[src/rtl/long_push_det.sv]
module long_push_det #(
  parameter int CW = 16,
  parameter bit FIRE_POWER_OFF = 1'b0
) (
  input  logic          clk,
  input  logic          rst_n,
  input  logic          btn_main_n,
  input  logic          btn_aux_n,
  input  logic          run_ok,
  input  logic [CW-1:0] debounce_len,
  input  logic [CW-1:0] minpulse_len,
  input  logic [CW-1:0] extra_len,
  input  logic [CW-1:0] recover_len,
  input  logic [CW-1:0] offtime_len,
  output logic          rst_pulse_n,
  output logic          pwr_off_req,
  output logic          reconfirm_req
);
  localparam int TW = CW + 1;

  typedef enum logic [2:0] {
    S_IDLE, S_QUAL, S_EXTRA, S_RST, S_CONF, S_OFF, S_OFFW, S_WAIT
  } st_t;

  st_t           state;
  logic [TW-1:0] cnt;
  logic          main_prev;
  logic [TW-1:0] qual_len;
  logic          both_down;
  logic          main_fall;
  st_t           fire_st;

  assign qual_len  = {1'b0, debounce_len} + {1'b0, minpulse_len};
  assign both_down = !btn_main_n && !btn_aux_n;
  assign main_fall = main_prev && !btn_main_n;
  assign fire_st   = FIRE_POWER_OFF ? S_OFF : S_RST;

  always_ff @(posedge clk or negedge rst_n) begin
    if (!rst_n) begin
      state     <= S_IDLE;
      cnt       <= '0;
      main_prev <= 1'b1;
    end else begin
      main_prev <= btn_main_n;
      case (state)
        S_IDLE:
          if (run_ok && !btn_main_n) begin
            state <= S_QUAL;
            cnt   <= TW'(1);
          end
        S_QUAL:
          if (!run_ok) state <= S_WAIT;
          else if (btn_main_n) state <= S_IDLE;
          else if (cnt >= qual_len) begin
            if (!btn_aux_n) begin
              state <= (extra_len == '0) ? fire_st : S_EXTRA;
              cnt   <= TW'(1);
            end
          end else cnt <= cnt + TW'(1);
        S_EXTRA:
          if (!run_ok || !both_down) state <= S_WAIT;
          else if (cnt >= {1'b0, extra_len}) begin
            state <= fire_st;
            cnt   <= TW'(1);
          end else cnt <= cnt + TW'(1);
        S_RST:
          if (cnt >= {1'b0, recover_len}) state <= S_CONF;
          else cnt <= cnt + TW'(1);
        S_CONF: state <= S_WAIT;
        S_OFF:
          if (cnt >= {1'b0, offtime_len}) state <= S_OFFW;
          else cnt <= cnt + TW'(1);
        S_OFFW:
          if (main_fall) state <= S_WAIT;
        S_WAIT:
          if (btn_main_n && btn_aux_n) state <= S_IDLE;
        default: state <= S_IDLE;
      endcase
    end
  end

  assign rst_pulse_n   = (state != S_RST);
  assign pwr_off_req   = (state == S_OFF) || (state == S_OFFW);
  assign reconfirm_req = (state == S_CONF);
endmodule

[config.mk]
export PLATFORM = sky130hd
export DESIGN_NAME = long_push_det
export DESIGN_NICKNAME = d
export VERILOG_FILES = /design/src/rtl/long_push_det.sv
export SDC_FILE = /design/constraint.sdc
export NUM_CORES = 1
export LEC_CHECK = 0
export ABC_AREA = 0
export BUFFER_PORTS_ARGS = -buffer_cell sky130_fd_sc_hd__clkbuf_2
export CAP_MARGIN = 20
export CORE_AREA = 2 2 86 88
export DETAILED_ROUTE_END_ITERATION = 8
export DIE_AREA = 0 0 88 90
export GPL_ROUTABILITY_DRIVEN = 1
export PLACE_DENSITY = 0.78
export SETUP_SLACK_MARGIN = 0.3
export SYNTH_ARGS = -nofsm -noshare
export SYNTH_HDL_FRONTEND = slang
export SYNTH_SLANG_ARGS = --single-unit
[constraint.sdc]
create_clock -name clk -period 3.9 [get_ports clk]
set_clock_uncertainty 0.05 [all_clocks]
set_input_delay 0.585 -clock clk [delete_from_list [all_inputs] [get_ports clk]]
set_output_delay 0.585 -clock clk [all_outputs]
set_load 0.005 [all_outputs]
==> results of run 1 <==
## Yosys cell counts (all sizes together), types with 8 or more instances
cell / instances / area share, %
ha: 82 / 28
inv: 60 / 6.2
nand2: 35 / 3.6
nor2: 34 / 3.5
a21oi: 28 / 4.1
dfrtp: 20 / 14
nand3: 18 / 2.5
o21ai: 18 / 2.5
a211o: 17 / 4.1
a22o: 15 / 3.6
a21o: 10 / 2.1
nand2b: 8 / 1.4
## what timing repair did
item,CTS,global route
pin swaps,1,29
gates resized for setup,6,21
setup buffers,6,4
hold buffers,0,0
hold endpoints to repair,0,0
endpoints found under the setup margin,20,20
gates cloned,1,3
## flip-flops by register name, summed over array words and instances (netlist names)
| register | flops |
|---|---|
| state | 3 |
| cnt | 17 |
| main_prev | 1 |
## area by class of cell
| type | count | area [um^2] |
|---|---|---|
| Tap cell | 99 | 124 |
| Multi-Input combinational cell | 371 | 3030 |
| Timing Repair Buffer | 137 | 965 |
| Fill cell | 553 | 2110 |
| Clock inverter | 1 | 7.51 |
| Inverter | 60 | 225 |
| Sequential cell | 21 | 527 |
| Clock buffer | 3 | 41.3 |
## power by group through the flow
stage               registers [W]  clock network, W  logic, W
floorplan                0.000285                 0  0.000851
global placement         0.000345                 0   0.00109
detailed placement       0.000347                 0   0.00113
CTS                      0.000347          0.000155   0.00134
global route             0.000357          0.000162   0.00167
finish                   0.000348          0.000154   0.00154
## path summary, 6_finish.rpt
check / startpoint / endpoint / slack (ns) / depth (start not counted)
worst max-delay path: debounce_len[1] / cnt[15] / -0.43 / 21
worst min-delay path: rst_n / cnt[10] / 0.23 / 1
worst max register to register: cnt[6] / cnt[14] / 0.72 / 10
worst min register to register: cnt[0] / cnt[0] / 0.58 / 2
max in group asynchronous: rst_n / main_prev / 3.19 / 1
min in group clk: btn_main_n / main_prev / 0.45 / 1
## cell families after synthesis
group | Yosys count | share of synthesized area, %
xor gates and xnor gates | 13 | 3.13
buffers and inverters | 69 | 7.69
muxes | 1 | 0.309
AOI/OAI and AO/OA | 134 | 26.6
DFF | 21 | 14.5
adders and majority gates | 83 | 28.7
and+or+nand+nor | 140 | 19.1
## metrics by stage
| stage | util (%) | cell area (um^2) | std cells | hold slack [ns] |
|---|---|---|---|---|
| 2_1_floorplan | - | 3760 | 461 | 0.239 |
| 3_5_place_dp | 64.9 | 4560 | 674 | 0.541 |
| 3_3_place_gp | 64.9 | 4560 | 674 | 0.531 |
| 4_1_cts | 67.2 | 4720 | 685 | 0.241 |
| 5_1_grt | 70.0 | 4910 | 692 | 0.260 |
| 6_report | 70.0 | 4910 | 692 | 0.228 |
## metal layers
metal | vias to the layer above | global-route usage, % | routed length [um]
li1 | 1976 | - | -
met1 | 1891 | 32.2 | 4380
met2 | 133 | 46.5 | 5380
met3 | 23 | 2.48 | 553
met4 | 0 | 5.13 | 159
met5 | - | 0 | 0
==> summary.md, run 1 <==
| Metric | Value |
|---|---|
| Syn Inst Count | `461` |
| MaxCap Viol Count | `0` |
| Global-route wire length before repair | `16800 um` |
| Gpl congestion | `0.952` |
| IO Port Bufs | `87` |
| Post-synth EDFFs | `0` |
| CP top delay family | `compound AO/OA/AOI/OAI gates` |
| Reg clk slew, reported paths | `0.09 ns` |
| Sw frac | `44.2%` |
| Pwr Total | `0.00204 W` |
| Sequential power share | `17.1%` |
| Max FO, Critical Path | `8` |
| CTS tree | `yes` |
| Root Buffer | `clkbuf_8` |
| Worst vdd ir | `0.269 mV` |
| Dpl ws | `-0.879 ns` |
| Crit path buf inv count | `7` |
| RSZ-0062 raised after global routing | `yes` |
| Initial antenna violation count | `0` |
| Final Cycle Share | `111%` |
| Post-synthesis async set-or-reset flop share | `100%` |
| Die Wd | `88 um` |
| Ys Warns | `0` |
| Die height | `90 um` |
| Crit-path most repeated cell | `buf_6` |
| H-tree Lvls | `1` |
| Hpwl dp | `8080 um` |
| Starting DRC count in detailed routing | `230` |
| CP required | `4.02 ns` |
| First-pass iteration count of the detailed router | `5` |
| Final worst slack | `-0.431 ns` |
| Starting Density | `51.9%` |
| Sequential cell area fraction in the yosys report | `14.5%` |
| IO Count | `88` |
| Kind of critical path | `in2reg` |
| Layout area overhead | `34.9%` |
| Psw | `0.000901 W` |
| Syn Area/Cell | `7.90 um^2` |
| Hold WC Path Type | `in2async` |
| Comb pwr share | `75.4%` |
| N_diodes | `0` |
| Clk sinks | `21` |
| Setup TNS | `-7.40 ns` |
| Fraction of layout cells with a size suffix above 1 | `30.4%` |
| Synth cell types | `55` |
| Failing checks | `negative setup slack` |
| CP max-delay cell | `fa_2` |
| Endpoint type of the worst setup path | `flip-flop` |
| CP cell instances | `buf_8 -> buf_6 -> fa_2 -> a21o_1 -> a21oi_2 -> o21ai_2 -> o21ai_2 -> buf_6 -> o2111ai_4 -> xnor2_2 -> ha_1 -> nand4_1 -> buf_4 -> nor4_2 -> a222oi_1 -> buf_4 -> a221o_2 -> buf_6 -> clkbuf_16 -> a211o_1 -> a22o_1` |
| Core box area | `7020 um^2` |
| Setup violators final | `20` |
| Crit path time final | `4.33 ns` |
| Arr. time, crit path | `4.45 ns` |
| Fin. Hold Viols | `0` |
| Internal power | `0.00114 W` |
| Synthesized net count | `629` |
| Post-detailed-route DRC marker count | `0` |
| Routed WL per cell | `15.1 um` |
| Leakage | `2.67 nW` |
| Slew @ Worst Pin | `0.648 ns` |
| Commonest non-fill, non-tap cell in the layout | `clkbuf_2` |
| Total global routing overflow | `0` |
| Largest net degree at the start of global routing | `22` |
| Flops & latches, synth | `21` |
| Clock network fraction of design power | `7.6%` |
| DRT Wirelength | `10500 um` |
| Vias per cell | `5.81` |
| Setup crit start kind | `input port` |
| Outcome | `complete, but fails checks` |
| Commonest cells after routing, fill and taps aside | `clkbuf_2, ha_1, inv_1` |
| Via Count | `4023` |
| Max Clk Rate | `0.231 GHz` |
| Slew HR | `55.7%` |
| Vias in the first global route | `3877` |
| Die area | `7920 um^2` |
| Power Density | `415 nW/um^2` |
| Top_reg_cell synth | `dfrtp_1` |
| Clk_lat worst skew | `0.28 ns` |
| Slowest stage delay, CP | `0.39 ns` |
| Max-slew violation count | `0` |
| Nets@finish | `762` |
| All-Layer GR Usage | `25.6%` |
| ANT nets after route | `0` |
| Synthesized cell area | `3640 um^2` |
| Clock buffer depth | `2` |
| Row Count | `31` |
| Cts bufs inserted | `3` |
Power figures use the tool's default switching activity.
==> inputs of run 2 (changes only) <==
- BUFFER_PORTS_ARGS: -buffer_cell sky130_fd_sc_hd__clkbuf_2 -> not set
- CORE_AREA: 2 2 86 88 -> 4 4 88 90
- DIE_AREA: 0 0 88 90 -> 0 0 92 94
- DONT_BUFFER_PORTS: not set -> 1
- PLACE_DENSITY: 0.78 -> 0.67
==> run 2 against run 1 <==
Against the previous run:
- clock-buffer cell count did not move
- clock power barely moved
- the run still ends with negative setup slack left
- sequential cell count did not move
- critical path depth fell by 1
- fmax rose by 3.3%
- utilization fell by 8.2 points
==> summary.md, run 2 (synthesis results as in run 1) <==
| Metric | Value |
|---|---|
| Setup violators final | `20 (unchanged)` |
| Register area | `527 um^2 (unchanged)` |
| Leakage | `2.27 nW (-15%)` |
| Final Cell Area | `4360 um^2 (-11%)` |
| Max-slew violation count | `0 (unchanged)` |
| Die area | `8650 um^2 (+9.2%)` |
| Kind of critical path | `in2reg` |
| First-pass iteration count of the detailed router | `4 (-1)` |
| Arr. time, crit path | `4.35 ns (-0.10 ns)` |
| Worst reg2reg startpoint | `cnt[6]` |
| Biggest register | `cnt` |
| Routed WL per cell | `16.0 um (+5.4%)` |
| Flop2flop setup slack | `0.72 ns (about the same)` |
| ANT nets after route | `0 (unchanged)` |
| Starting DRC count in detailed routing | `111 (-52%)` |
| Root Buffer | `clkbuf_8` |
| Initial antenna violation count | `0 (unchanged)` |
| Max Clk Rate | `0.239 GHz (+3.3%)` |
| CP cell instances | `ha_4 -> fa_2 -> a21o_1 -> a21oi_2 -> o21ai_2 -> o21ai_2 -> o2111ai_2 -> o211a_1 -> xnor2_1 -> ha_1 -> a21o_1 -> a221o_1 -> a222oi_1 -> buf_4 -> a21oi_4 -> buf_6 -> nor3b_4 -> buf_4 -> clkbuf_16 -> a22o_1` |
| Setup TNS | `-5.05 ns (+2.35 ns)` |
| Vias per cell | `5.86 (+0.73%)` |
| Clk sinks | `21 (unchanged)` |
| Post-detailed-route DRC marker count | `0 (unchanged)` |
| Commonest cells after routing, fill and taps aside | `ha_1, inv_1, buf_4` |
| Reg clk slew, reported paths | `0.08 ns (about the same)` |
| DRT Wirelength | `9660 um (-7.8%)` |
| Pwr Total | `0.00183 W (-11%)` |
| Worst vdd ir | `0.249 mV (-7.3%)` |
| Die Wd | `92 um (+4.5%)` |
| Layout area overhead | `19.8%` |
| Die height | `94 um (+4.4%)` |
| Hpwl dp | `7760 um (-3.9%)` |
| Min Hold Slack | `0.0988 ns (-0.130 ns)` |
| CP top delay family | `compound AO/OA/AOI/OAI gates` |
| Slowest stage delay, CP | `0.37 ns (-0.02 ns)` |
| Failing checks | `negative setup slack` |
| Nets@finish | `675 (-11%)` |
| IO Count | `88 (unchanged)` |
| CP required | `4.06 ns (+0.04 ns)` |
| All-Layer GR Usage | `22.3% (-3.4 points)` |
| CTS tree | `yes` |
| Fillcell total | `623 (+13%)` |
| N_diodes | `0 (unchanged)` |
| Endpoint type of the worst setup path | `flip-flop` |
| Fraction of layout cells with a size suffix above 1 | `18.0% (-12 points)` |
| Global-route wire length before repair | `15800 um (-6.0%)` |
| RSZ-0062 raised after global routing | `yes` |
| Gpl congestion | `0.916 (-3.7%)` |
| H-tree Lvls | `1 (unchanged)` |
| Crit path buf inv count | `4 (-3)` |
| Slew HR | `36.7% (-19 points)` |
| Clock buffer depth | `2 (unchanged)` |
| IO Port Bufs | `0 (-100%)` |
| Crit path time final | `4.19 ns (-0.140 ns)` |
| Largest net degree at the start of global routing | `21 (-4.5%)` |
| Outcome | `complete, but fails checks` |
| Setup crit start kind | `input port` |
| Commonest non-fill, non-tap cell in the layout | `ha_1` |
| Max FO, Critical Path | `7 (-1)` |
| Fin. Hold Viols | `0 (unchanged)` |
| Row Count | `31 (unchanged)` |
| Starting Density | `51.6% (-0.29 points)` |
| Final Cycle Share | `107% (-3.6 points)` |
| Clk_lat worst skew | `0.27 ns (about the same)` |
| Core box area | `7060 um^2 (+0.55%)` |
| Crit Reg-Reg Endpoint | `cnt[15]` |
| Via Count | `3543 (-12%)` |
| Cts bufs inserted | `3 (unchanged)` |
| Crit path depth | `20 (-4.8%)` |
| Final worst slack | `-0.291 ns (+0.140 ns)` |
| Max reg flops | `17 (unchanged)` |
| FF-to-FF path depth | `10 (unchanged)` |
| Power Density | `418 nW/um^2 (+0.78%)` |
| Vias in the first global route | `3493 (-9.9%)` |
| Total global routing overflow | `0 (unchanged)` |
| MaxCap Viol Count | `0 (unchanged)` |
| Largest registers | `cnt (17), state (3), main_prev (1)` |
| Hold WC Path Type | `in2async` |
| Slew @ Worst Pin | `0.947 ns (+0.298 ns)` |
| Placed Area | `4110 um^2 (-9.8%)` |
| CP max-delay cell | `fa_2` |
| Layout Utilization | `61.8% (-8.2 points)` |
| Area of the multi-input gates | `3020 um^2 (-0.33%)` |
## run 2: cell count changes in the layout (fill, tap and decap cells not counted), sizes merged
cell / delta
buf: -3
clkbuf: -85
dlygate4sd3: +1
## run 2: per-layer routing
layer,wire length (um),GRT usage (%),vias up
met5,0,0,-
met4,41,2.85,0
met3,475,2.80,6
met2,4770,39.6,82
met1,4370,29.6,1653
li1,-,-,1802
## run 2: worst register-to-register path: stages, from the launching register on
cell and delay (ns):
dfrtp_1 0.41, ha_1 0.30, a21o_1 0.20, a2111oi_0 0.69
nor4_1 0.16, a21o_1 0.22, o221a_2 0.41, nor3b_4 0.25
buf_4 0.16, clkbuf_16 0.15, a22o_1 0.12
## run 2: cell type report
class | instances | share of cell area [%]
clock buffer | 3 | 0.946
sequential | 21 | 12.1
timing repair buffer | 50 | 9.72
multi-input combinational | 371 | 69.1
tap | 99 | 2.84
inverter | 60 | 5.16
clock inverter | 1 | 0.172
## run 2: where the power goes
part           total [W]  switching, W  internal (W)  leakage, nW
combinational    0.00133      0.000650      0.000677         1.97
clock           0.000152     0.0000797     0.0000724       0.0217
sequential      0.000347     0.0000933      0.000254        0.277
total            0.00183      0.000823       0.00100         2.27
## run 2: through the flow
stage | worst slack, ns | instances
finish | -0.291 | 605
CTS | -0.208 | 601
floorplan | -0.424 | 461
detailed placement | -0.727 | 589
global placement | -0.645 | 589
global route | -0.422 | 605
## run 2: repair_timing
action,CTS,global route
endpoints found under the hold margin,20,0
setup endpoints to repair,20,20
buffers inserted,6,3
pin swaps,18,3
cloned,1,1
hold buffers,1,0
gates resized for setup,15,1
## run 2: worst max-delay path by stage
stage | end | startpoint | slack [ns]
6_report | cnt[15] | debounce_len[0] | -0.29
5_1_grt | cnt[5] | debounce_len[0] | -0.42
4_1_cts | cnt[11] | debounce_len[0] | -0.21
3_5_place_dp | cnt[3] | debounce_len[4] | -0.73
3_3_place_gp | cnt[15] | debounce_len[4] | -0.65
2_1_floorplan | cnt[5] | debounce_len[4] | -0.42
==> inputs of run 3 (changes only) <==
- SKIP_CTS_REPAIR_TIMING: not set -> 1
- clock period: 3.9 -> 4.9 ns (I/O delays scaled with it)
==> run 3 against run 2 <==
Against the previous run:
- routed wire length down 2.9%
- utilization down 4.5 points
- largest power group unchanged
- highest routed layer unchanged
- worst setup slack better by 0.74 ns
- clock-buffer cell count unchanged
- worst hold slack about the same
- first-iteration DRC count up 0.90%
- the run now ends clean
- non-clock buffer count down 38
- register-to-register slack better by 0.90 ns
- sequential share of layout area up 0.94 points
==> summary.md, run 3 (synthesis results as in run 1) <==
| Metric | Value |
|---|---|
| Outcome | `completed` |
| Hpwl dp | `7350 um (-5.3%)` |
| Power Density | `326 nW/um^2 (-22%)` |
| Final Cycle Share | `90.8%` |
| Commonest cells after routing, fill and taps aside | `ha_1, inv_1, nand2_1` |
| CTS tree | `yes` |
| Sw frac | `46.3% (+1.2 points)` |
| Global-route wire length before repair | `14800 um (-6.3%)` |
| Crit path depth | `18 (-10%)` |
| Comb pwr share | `70.3% (-2.4 points)` |
| Initial antenna violation count | `0 (unchanged)` |
| Biggest register | `cnt` |
| Met3 Usage GRT | `2.80% (unchanged)` |
| Cts bufs inserted | `3 (unchanged)` |
| Max-slew violation count | `0 (unchanged)` |
| GR met1 Demand/Resource | `28.4% (-1.2 points)` |
| Arr. time, crit path | `4.60 ns (+0.25 ns)` |
| Setup violators final | `0 (-100%)` |
| Max Clk Rate | `0.225 GHz` |
| Largest registers | `cnt (17), state (3), main_prev (1)` |
| FF-to-FF path depth | `9 (-1)` |
| GR Util met2 | `35.5% (-4.1 points)` |
| All-Layer GR Usage | `20.7% (-1.5 points)` |
| CP top delay family | `compound AO/OA/AOI/OAI gates` |
| Via Count | `3414 (-3.6%)` |
| IO Count | `88 (unchanged)` |
| Largest net degree at the start of global routing | `22 (+4.8%)` |
| CP required | `5.05 ns (+0.99 ns)` |
| Crit path time final | `4.45 ns` |
| N_diodes | `0 (unchanged)` |
| MaxCap Viol Count | `0 (unchanged)` |
| CP max-delay cell | `fa_2` |
| Vias per cell | `6.01 (+2.6%)` |
| Hold WC Path Type | `in2async` |
| Total global routing overflow | `0 (unchanged)` |
| Max FO, Critical Path | `8 (+1)` |
| Layout area overhead | `11.2%` |
| First-pass iteration count of the detailed router | `4 (unchanged)` |
| Vias in the first global route | `3221 (-7.8%)` |
| Clk sinks | `21 (unchanged)` |
| Crit path buf inv count | `2 (-2)` |
| Sequential power share | `20.5% (+1.5 points)` |
| Max reg flops | `17 (unchanged)` |
| ANT nets after route | `0 (unchanged)` |
| Worst vdd ir | `0.238 mV (-4.7%)` |
| Commonest non-fill, non-tap cell in the layout | `ha_1` |
| Psw | `0.000612 W (-26%)` |
| Nets@finish | `638 (-5.5%)` |
| Routed WL per cell | `16.5 um (+3.4%)` |
| Internal power | `0.000710 W (-29%)` |
| Die area | `8650 um^2 (unchanged)` |
| GR peak layer | `met2` |
| Setup TNS | `0 ns (+5.05 ns)` |
| Kind of critical path | `in2reg` |
| Clk_lat worst skew | `0.27 ns (about the same)` |
| Starting Density | `51.6% (unchanged)` |
| Fin. Hold Viols | `0 (unchanged)` |
| Row Count | `31 (unchanged)` |
| Fraction of layout cells with a size suffix above 1 | `10.9% (-7.1 points)` |
| RSZ-0062 raised after global routing | `yes` |
| Reg clk slew, reported paths | `0.09 ns (about the same)` |
| Starting DRC count in detailed routing | `112 (+0.90%)` |
| Setup crit start kind | `input port` |
| Core box area | `7060 um^2 (unchanged)` |
| IO Port Bufs | `0 (unchanged)` |
| CP cell instances | `ha_2 -> fa_2 -> a21o_1 -> a21oi_2 -> o21ai_2 -> o21ai_2 -> o2111ai_2 -> o211a_1 -> xnor2_2 -> ha_1 -> a21o_1 -> a221o_1 -> a222oi_1 -> buf_4 -> a221o_4 -> nor3b_4 -> clkbuf_16 -> a22o_1` |
| Layout Utilization | `57.4% (-4.5 points)` |
| Die Wd | `92 um (unchanged)` |
| Die height | `94 um (unchanged)` |
| Slew @ Worst Pin | `0.776 ns (-0.171 ns)` |
| Slew HR | `47.9% (+11 points)` |
| Gpl congestion | `0.903 (-1.5%)` |
| Endpoint type of the worst setup path | `flip-flop` |
| Clock network fraction of design power | `9.2% (+0.9 points)` |
| Clock buffer depth | `2 (unchanged)` |
| Leakage | `2.08 nW (-8.3%)` |
| H-tree Lvls | `1 (unchanged)` |
| Slowest stage delay, CP | `0.37 ns (about the same)` |
| Root Buffer | `clkbuf_8` |
| DRT Wirelength | `9380 um (-2.9%)` |
| Post-detailed-route DRC marker count | `0 (unchanged)` |
[run 3: power groups by stage]
stage	sequential [W]	combinational, W	clock (W)
final	0.000272	0.000929	0.000121
after global routing	0.000281	0.00103	0.000129
after CTS	0.000271	0.000776	0.000120
after detailed placement	0.000274	0.000772	0
after global placement	0.000274	0.000754	0
after floorplan	0.000227	0.000665	0
[run 3: layout make-up]
class	instances	area [um^2]
multi-input combinational	372	3000
clock inverter	1	7.51
sequential	21	527
clock buffer	3	41.3
tap	99	124
timing repair buffer	12	124
fill	674	3010
inverter	60	225
[run 3: final timing paths]
path                            startpoint   endpoint  slack (ns)
min in group clk                btn_main_n  main_prev        0.41
min reg2reg                         cnt[0]     cnt[0]        0.56
min                                  rst_n     cnt[1]         0.1
max                        debounce_len[0]    cnt[15]        0.45
max in group asynchronous            rst_n  main_prev        4.52
max reg2reg                         cnt[6]    cnt[15]        1.62
[run 3: worst reg2reg max path, cell delays in order, from the launching register on]
cell       delay (ns)
dfrtp_1          0.55
ha_1             0.31
a21o_1           0.22
a2111oi_0        0.64
nor4_1           0.16
a21o_1           0.22
o221a_2          0.41
nor3b_4          0.34
clkbuf_16        0.21
a22o_1           0.12
[run 3: per-layer routing]
metal	part of all wire, %	vias up
li1	-	1731
met5	0	-
met4	0.085	0
met1	47	1609
met3	4.9	2
met2	48	72
[run 3: per-stage QoR]
stage | cells | area, um^2 | total power, W | setup WS [ns] | hold WS [ns]
3_3_place_gp | 555 | 3770 | 0.00103 | 0.0666 | 0.390
6_report | 568 | 4050 | 0.00132 | 0.451 | 0.0983
2_1_floorplan | 461 | 3660 | 0.000891 | 0.319 | 0.389
3_5_place_dp | 555 | 3770 | 0.00105 | 0.0385 | 0.390
4_1_cts | 559 | 3820 | 0.00117 | 0.301 | 0.100
5_1_grt | 568 | 4050 | 0.00144 | 0.241 | 0.0890
